`src/rtl/seqcmd_pkg.sv`:
```
package seqcmd_pkg;

    localparam int LEAD_N = 5;
    localparam int FIN_N  = 4;
    localparam int KEY_HI = 14;
    localparam int KEY_LO = 2;
    localparam int KEY_W  = KEY_HI - KEY_LO + 1;
    localparam int STEP_W = $clog2(LEAD_N + 1);

    typedef enum logic [1:0] {
        CMD_STORE  = 2'd0,
        CMD_RECALL = 2'd1,
        CMD_AS_OFF = 2'd2,
        CMD_AS_ON  = 2'd3
    } cmd_e;

    // Leading addresses, in the order they must be read.
    function automatic logic [15:0] lead_addr(input int idx);
        case (idx)
            0:       return 16'h4E38;
            1:       return 16'hB1C7;
            2:       return 16'h83E0;
            3:       return 16'h7C1F;
            default: return 16'h703F;
        endcase
    endfunction

    // Sixth address for each command code.
    function automatic logic [15:0] final_addr(input int idx);
        case (idx)
            0:       return 16'h8FC0;
            1:       return 16'h4C63;
            2:       return 16'h8B45;
            default: return 16'h4B46;
        endcase
    endfunction

endpackage

```
`src/rtl/seqcmd_match.sv`:
```
module seqcmd_match
    import seqcmd_pkg::*;
#(
    parameter int ADDR_W = 17
) (
    input  logic [ADDR_W-1:0] addr,
    output logic [LEAD_N-1:0] lead_hit,
    output logic [FIN_N-1:0]  fin_hit
);

    logic [KEY_W-1:0] key;
    assign key = addr[KEY_HI:KEY_LO];

    for (genvar i = 0; i < LEAD_N; i++) begin : g_lead
        localparam logic [15:0] PAT = lead_addr(i);
        assign lead_hit[i] = (key == PAT[KEY_HI:KEY_LO]);
    end

    for (genvar j = 0; j < FIN_N; j++) begin : g_fin
        localparam logic [15:0] PAT = final_addr(j);
        assign fin_hit[j] = (key == PAT[KEY_HI:KEY_LO]);
    end

endmodule

```
`src/rtl/seqcmd_lockout.sv`:
```
module seqcmd_lockout #(
    parameter int LOCK_CYCLES = 10000
) (
    input  logic clk,
    input  logic rst_n,
    input  logic start,
    output logic busy
);

    localparam int CNT_W = $clog2(LOCK_CYCLES + 1);

    typedef struct packed {
        logic [CNT_W-1:0] cnt;
    } lock_t;

    lock_t lock_d, lock_q;

    always_comb begin
        lock_d = lock_q;
        if (start) begin
            lock_d.cnt = CNT_W'(LOCK_CYCLES);
        end else if (lock_q.cnt != '0) begin
            lock_d.cnt = lock_q.cnt - 1'b1;
        end
    end

    always_ff @(posedge clk) begin
        if (!rst_n) begin
            lock_q <= '0;
        end else begin
            lock_q <= lock_d;
        end
    end

    assign busy = (lock_q.cnt != '0);

endmodule

```
`src/rtl/seqcmd_decoder.sv`:
```
module seqcmd_decoder
    import seqcmd_pkg::*;
#(
    parameter int ADDR_W      = 17,
    parameter int LOCK_CYCLES = 10000
) (
    input  logic              clk,
    input  logic              rst_n,
    input  logic              acc_valid,
    input  logic              acc_write,
    input  logic [ADDR_W-1:0] acc_addr,
    output logic              cmd_valid,
    output logic [1:0]        cmd_code,
    output logic              busy
);

    localparam logic [STEP_W-1:0] LAST_LEAD = STEP_W'(LEAD_N);

    typedef struct packed {
        logic [STEP_W-1:0] step;
        logic              fire;
        cmd_e              code;
    } seq_t;

    seq_t seq_d, seq_q;

    logic [LEAD_N-1:0] lead_hit;
    logic [FIN_N-1:0]  fin_hit;
    logic [7:0]        lead_pad;
    logic              accept;
    logic [STEP_W-1:0] step_w;

    seqcmd_match #(.ADDR_W(ADDR_W)) i_match (
        .addr     (acc_addr),
        .lead_hit (lead_hit),
        .fin_hit  (fin_hit)
    );

    seqcmd_lockout #(.LOCK_CYCLES(LOCK_CYCLES)) i_lock (
        .clk   (clk),
        .rst_n (rst_n),
        .start (seq_d.fire),
        .busy  (busy)
    );

    assign lead_pad = 8'(lead_hit);
    assign accept   = acc_valid && !busy;

    always_comb begin
        seq_d      = seq_q;
        seq_d.fire = 1'b0;
        if (accept) begin
            if (acc_write) begin
                seq_d.step = '0;
            end else if (seq_q.step < LAST_LEAD) begin
                if (lead_pad[seq_q.step]) begin
                    seq_d.step = seq_q.step + 1'b1;
                end else begin
                    seq_d.step = lead_hit[0] ? STEP_W'(1) : '0;
                end
            end else if (|fin_hit) begin
                seq_d.fire = 1'b1;
                seq_d.step = '0;
                for (int i = 0; i < FIN_N; i++) begin
                    if (fin_hit[i]) begin
                        seq_d.code = cmd_e'(2'(i));
                    end
                end
            end else begin
                seq_d.step = lead_hit[0] ? STEP_W'(1) : '0;
            end
        end
    end

    always_ff @(posedge clk) begin
        if (!rst_n) begin
            seq_q <= '{step: '0, fire: 1'b0, code: CMD_STORE};
        end else begin
            seq_q <= seq_d;
        end
    end

    assign step_w    = seq_q.step;
    assign cmd_valid = seq_q.fire;
    assign cmd_code  = seq_q.code;

endmodule

```
`config.mk`:
```
export PLATFORM = sky130hd
export DESIGN_NAME = seqcmd_decoder
export DESIGN_NICKNAME = d
export VERILOG_FILES = /design/src/rtl/seqcmd_pkg.sv /design/src/rtl/seqcmd_match.sv /design/src/rtl/seqcmd_lockout.sv /design/src/rtl/seqcmd_decoder.sv
export SDC_FILE = /design/constraint.sdc
export NUM_CORES = 1
export LEC_CHECK = 0
export BUFFER_PORTS_ARGS = -buffer_cell sky130_fd_sc_hd__buf_2
export CAP_MARGIN = 20
export CORE_ASPECT_RATIO = 0.75
export CORE_MARGIN = 2
export CORE_UTILIZATION = 45
export CTS_CLUSTER_DIAMETER = 60
export DETAILED_ROUTE_END_ITERATION = 8
export GPL_TIMING_DRIVEN = 1
export PLACE_DENSITY = 0.67
export RECOVER_POWER = 50
export SLEW_MARGIN = 20
export SYNTH_ARGS = -nofsm -noshare
export SYNTH_HDL_FRONTEND = slang
export SYNTH_SLANG_ARGS = --single-unit
```
`constraint.sdc`:
```
create_clock -name clk -period 3.53 [get_ports clk]
set_input_delay 0.1765 -clock clk [delete_from_list [all_inputs] [get_ports clk]]
set_output_delay 0.1765 -clock clk [all_outputs]
set_load 0.01 [all_outputs]
```
==> results.py, run 1 <==
metrics = {
    "critical_path": {
        "r2r-start": "i_lock.lock_q[4]$_SDFFE_PN0P_",
        "arrival_ps": 2430,
        "endpoint": "step_w[0]$_SDFFE_PN0N_",
        "worstSetupPathType": "flip-flop to flip-flop",
        "cp-end-kind": "flip-flop",
        "cp-startpoint": "i_lock.lock_q[4]$_SDFFE_PN0P_",
        "worstPathMaxFanout": 6,
        "critPathRequiredTime_ps": 3720,
        "r2r_slack_ps": 1290,
        "rr_worst_depth": 6,
        "worst_r2r_endpoint": "step_w[0]$_SDFFE_PN0N_",
        "cp-start-kind": "flip-flop",
    },
    "sta": {
        "finalCriticalPeriod_ps": 2240,
        "rsz0062_at_grt": "no",
        "fin_worst_skew_ps": 2.26,
        "relSlewSlack": 0.560,
        "setup_viol": 0,
        "clock.fmax_mhz": 446,
        "worstMarginPinSlew_ps": 659,
        "tns_ps": 0,
        "fin_crit_sh": 0.635,
        "slew_violations": 0,
        "hold_viol_final": 0,
    },
    "logic_synthesis": {
        "synthesis.area_um2": 1310,
        "syn_inst": 158,
        "avgSynthCellArea_um2": 8.26,
        "ys.flop_type": "dfxtp_1",
        "seq_area_frac_synth": 0.307,
        "synth-async-reset-ratio": 0,
        "yosysTopAreaCellShare": 0.307,
        "synthTopCellsByArea": "dfxtp_1, nor2_1, xnor2_1",
        "syn_nets": 182,
        "synth_cell_types": 46,
        "ys_top_cells_by_count": "dfxtp_1, nor2_1, a21oi_1",
        "synth_edf_count": 0,
        "ys_seq_elements": 20,
        "post-synth-top-count-cell": "dfxtp_1",
        "synth.largest_area_cell": "dfxtp_1",
        "ys_warn_count": 0,
    },
    "run": {
        "max-cap-violations": 0,
    },
    "grt": {
        "grtUsageTotal": 0.207,
        "antenna_found_initial": 0,
        "grt_max_degree": 13,
        "grt_pass1_vias": 1146,
        "grt_pass1_wl_um": 5260,
        "overflow": 0,
    },
    "placement": {
        "dpl.hpwl_um": 2470,
        "gp_congestion": 0.966,
        "place_inst": 212,
        "numPortBuffers": 20,
    },
    "clock_network": {
        "clk_latency_ps": 260,
        "clock_path_buffers": 2,
        "clock_sinks": 20,
        "clk_transition_reported_paths_ps": 70,
        "cts-root-buf": "clkbuf_8",
        "cts_inserted_buffers": 3,
        "cts_resized": 0,
        "holdBufCountCts": 0,
        "cts_setup_buffers": 0,
        "cts_tree": "done",
        "htree_num_levels": 1,
    },
    "floorplan": {
        "die_area_um2": 3350,
        "fp.dieH_um": 50.6,
        "std_cell_rows": 16,
        "io_pins": 25,
        "initial_core_util": 0.486,
        "fp.coreArea_um2": 2680,
        "chipWidth_um": 66.2,
    },
    "detailed_routing": {
        "drc_errors": 0,
        "vias": 1284,
        "drtIter0Drc": 94,
        "wl_per_cell_um": 14.5,
        "dr.pass1.iters": 4,
        "via_per_inst": 5.94,
        "ant_nets": 0,
        "finalWirelength_um": 3130,
    },
    "pwr": {
        "power_leakage_uw": 0.000556,
        "ir_worst_vdd_mv": 0.429,
        "power.density_nw_per_um2": 755,
    },
    "layout": {
        "final_cells": 216,
        "nets": 205,
        "drive_gt1_frac": 0.161,
        "area_delta_synth_final_pct": 14.4,
        "diodes": 0,
    },
    "outcome": {
        "outcome": "completed",
    },
    "hold_path": {
        "worstHoldPathType": "primary input to flip-flop",
    },
}
per-stage QoR:
stage                     hold slack [ps]  power [µW]  worst slack (ps)  utilization  instance area [µm²]
after floorplan                       315         813              1640            -                 1310
after global placement                441         907              1390        0.538                 1440
after detailed placement              453         930              1370        0.538                 1440
after CTS                             178        1160              1340        0.564                 1510
after global routing                  184        1220              1130        0.556                 1490
final                                 181        1130              1290        0.556                 1490
logic make-up (layout without fill, tap and decap cells):
| group | Yosys count | in the layout | share of synthesized area |
|---|---|---|---|
| simple gates | 92 | 92 | 0.456 |
| flops | 20 | 20 | 0.307 |
| fa+ha+maj | 3 | 3 | 0.0288 |
| compound gates | 26 | 26 | 0.120 |
| xor+xnor | 9 | 9 | 0.0604 |
| mux | 1 | 1 | 0.00767 |
| buf+inv | 7 | 29 | 0.0201 |
final cells by class:
type / count / area [µm²]
clock buffers: 3 / 41.3
clock inverters: 1 / 30.0
fillers: 270 / 1190
well taps: 36 / 45.0
repair buffers: 20 / 95.1
flip-flops and latches: 20 / 400
multi-input cells: 131 / 862
inverters: 5 / 18.8
metal layers:
| layer | up-vias | share of wire | wire length [µm] | global-route usage |
|---|---|---|---|---|
| met5 | - | 0 | 0 | 0 |
| met1 | 587 | 0.49 | 1530 | 0.278 |
| met3 | 4 | 0.082 | 258 | 0.0717 |
| met4 | 0 | 0.0096 | 30 | 0.0510 |
| met2 | 54 | 0.42 | 1310 | 0.317 |
| li1 | 639 | - | - | - |
how the worst min path moves through the flow:
stage,start,end,depth (start not counted)
floorplan,rst_n,cmd_code[0]$_SDFFE_PN0P_,2
global placement,rst_n,cmd_valid$_SDFF_PN0_,2
detailed placement,rst_n,cmd_valid$_SDFF_PN0_,2
CTS,rst_n,cmd_valid$_SDFF_PN0_,2
global route,rst_n,cmd_valid$_SDFF_PN0_,2
finish,rst_n,cmd_valid$_SDFF_PN0_,2
sequential cells by signal (all words and copies together) (netlist names):
| signal | flops |
|---|---|
| i_lock.lock_q | 14 |
| step_w | 3 |
| cmd_valid | 1 |
| cmd_code | 2 |
worst max-delay path, stage by stage, from the launching register on:
cell and delay (ps):
dfxtp_1 360, nor4_1 390, and4_1 320, nand2_1 140, or2_0 260, or4_1 520
a31oi_1 180
cell usage in the layout (no fill, tap or decap), types with 2 or more instances in the layout:
master / instances
a21oi_1: 12
nand2_1: 10
a31oi_1: 4
inv_1: 5
or4_1: 3
nand3b_1: 2
clkbuf_8: 3
o21ai_0: 3
xnor2_1: 8
and4b_1: 2
nor4_1: 5
nor3_1: 9
nand4_1: 9
o211ai_1: 2
nor2_1: 19
and3_1: 2
nand2b_1: 3
nor4bb_1: 3
buf_2: 16
ha_1: 3
and4bb_2: 2
and3b_1: 3
nor2b_1: 2
and4_1: 2
nand4b_1: 2
dfxtp_1: 20
or2_2: 4
clkbuf_1: 4
report_power, final:
part	leakage, µW	switching (µW)	internal (µW)	total (µW)
logic	0.000356	285	242	526
clock network	0.0000357	76.9	151	228
registers	0.000164	75.9	296	372
No activity file was read; power rests on OpenSTA's default activity.
==> inputs of run 2 (changes only) <==
clock period = 2.1 ns   (was 3.53 ns; I/O delays follow)
==> run 2 against run 1 <==
  * Count of clock-buffer cells in the layout up 1
  * Wire length is 4.3% higher
  * Via count is 1.6% higher
  * Critical path depth increased by 2
  * Flip-flop and latch count unchanged
  * Die area unchanged
  * Final cell count is 5.6% higher
  * Final area is 7.7% higher
  * First-iteration DRC count up 9.6%
==> results.py, run 2 (synthesized netlist as in run 1, its figures left out) <==
metrics = {
    "detailed_routing": {
        "via_per_inst": 5.72,
        "drtIter0Drc": 103,
        "dr.pass1.iters": 4,
        "drc_errors": 0,
        "ant_nets": 0,
        "vias": 1305,
        "finalWirelength_um": 3270,
        "wl_per_cell_um": 14.3,
    },
    "grt": {
        "grt_pass1_wl_um": 5460,
        "grt_pass1_vias": 1167,
        "grt_max_degree": 12,
        "antenna_found_initial": 0,
        "overflow": 0,
        "grtUsageTotal": 0.216,
    },
    "clock_network": {
        "cts_inserted_buffers": 3,
        "clock_path_buffers": 2,
        "cts_tree": "done",
        "holdBufCountCts": 0,
        "htree_num_levels": 1,
        "cts-root-buf": "clkbuf_8",
        "clk_transition_reported_paths_ps": 80,
        "clk_latency_ps": 260,
        "clock_sinks": 20,
    },
    "sta": {
        "setup_viol": 0,
        "fin_worst_skew_ps": 6.72,
        "hold_viol_final": 0,
        "fin_crit_sh": 0.934,
        "rsz0062_at_grt": "no",
        "slew_violations": 0,
        "relSlewSlack": 0.705,
        "worst_hold_slack_ps": 103,
        "tns_ps": 0,
        "worstMarginPinSlew_ps": 441,
        "finalCriticalPeriod_ps": 1960,
        "clock.fmax_mhz": 510,
    },
    "layout": {
        "drive_gt1_frac": 0.229,
        "largest_reg_flops": 14,
        "final_cells": 228,
        "final_core_util": 0.599,
        "largest-register": "i_lock.lock_q",
        "nets": 217,
        "final_common_cell": "dfxtp_1",
        "layout_common_cells": "dfxtp_1, nor2_1, buf_2",
        "area_delta_synth_final_pct": 23.2,
        "diodes": 0,
    },
    "floorplan": {
        "die_area_um2": 3350,
        "io_pins": 25,
        "fp.dieH_um": 50.6,
        "chipWidth_um": 66.2,
        "initial_core_util": 0.486,
        "std_cell_rows": 16,
        "fp.coreArea_um2": 2680,
    },
    "placement": {
        "place_inst": 223,
        "gp_congestion": 0.975,
        "numPortBuffers": 20,
        "dpl.hpwl_um": 2560,
    },
    "pwr": {
        "power_uw": 2030,
        "power.density_nw_per_um2": 1260,
        "ir_worst_vdd_mv": 0.871,
        "power_leakage_uw": 0.000619,
    },
    "outcome": {
        "outcome": "completed",
    },
    "critical_path": {
        "critPathRequiredTime_ps": 2300,
        "worstPathMaxFanout": 5,
        "cp-end-kind": "flip-flop",
        "worstSetupPathType": "flip-flop to flip-flop",
        "cp-start-kind": "flip-flop",
        "arrival_ps": 2160,
    },
    "hold_path": {
        "worstHoldPathType": "primary input to flip-flop",
    },
    "run": {
        "max-cap-violations": 0,
    },
}
-- run 2: cell count changes in the layout (fill, tap and decap cells not counted), sizes merged --
cell,change
buf,+9
clkbuf,+4
bufinv,-1
-- run 2: power breakdown --
part | switching [µW] | internal (µW) | leakage (µW)
clock network | 132 | 167 | 0.0000288
logic | 568 | 544 | 0.000427
registers | 119 | 498 | 0.000164
-- run 2: path summary, 6_finish.rpt --
| kind | startpoint | to | slack [ps] | cells after the start |
|---|---|---|---|---|
| worst max register to register | i_lock.lock_q[1]$_SDFFE_PP0P_ | step_w[0]$_SDFFE_PN0N_ | 140 | 8 |
| worst min-delay path | rst_n | cmd_valid$_SDFF_PN0_ | 100 | 2 |
| worst max-delay path | i_lock.lock_q[1]$_SDFFE_PP0P_ | step_w[0]$_SDFFE_PN0N_ | 140 | 8 |
| worst min register to register | cmd_code[1]$_SDFFE_PN0P_ | cmd_code[1]$_SDFFE_PN0P_ | 500 | 2 |
-- run 2: timing repair --
| item | 4_1_cts | 5_1_grt |
|---|---|---|
| buffers inserted | 0 | 1 |
| resized for setup | 0 | 6 |
| setup endpoints to repair | 0 | 7 |
-- run 2: final cells by class --
class / instances / area [µm²]
Fill cell: 266 / 1070
Sequential cell: 20 / 400
Tap cell: 36 / 45.0
Inverter: 5 / 18.8
Multi-Input combinational cell: 131 / 912
Clock buffer: 4 / 55.1
Timing Repair Buffer: 32 / 176
-- run 2: stage by stage --
step                setup WS, ps  instance area (µm²)
floorplan                    206                 1310
global placement             120                 1530
detailed placement          87.6                 1530
CTS                         49.0                 1580
global route                20.2                 1610
finish                       139                 1610
-- run 2: metal layers --
layer,global-route usage,vias to the layer above,wire length [µm],part of all wire
met5,0,-,0,0
met4,0.0544,0,32,0.0098
met3,0.0538,4,210,0.064
met2,0.295,35,1370,0.42
met1,0.331,602,1660,0.51
li1,-,664,-,-
-- run 2: critical path, cell delays in order (launching register included) --
cell and delay (ps):
dfxtp_1 310, inv_1 110, ha_4 170, nand2b_4 70
nor3b_4 250, nand2_4 90, or2_1 220, or4_1 500
a31oi_1 170
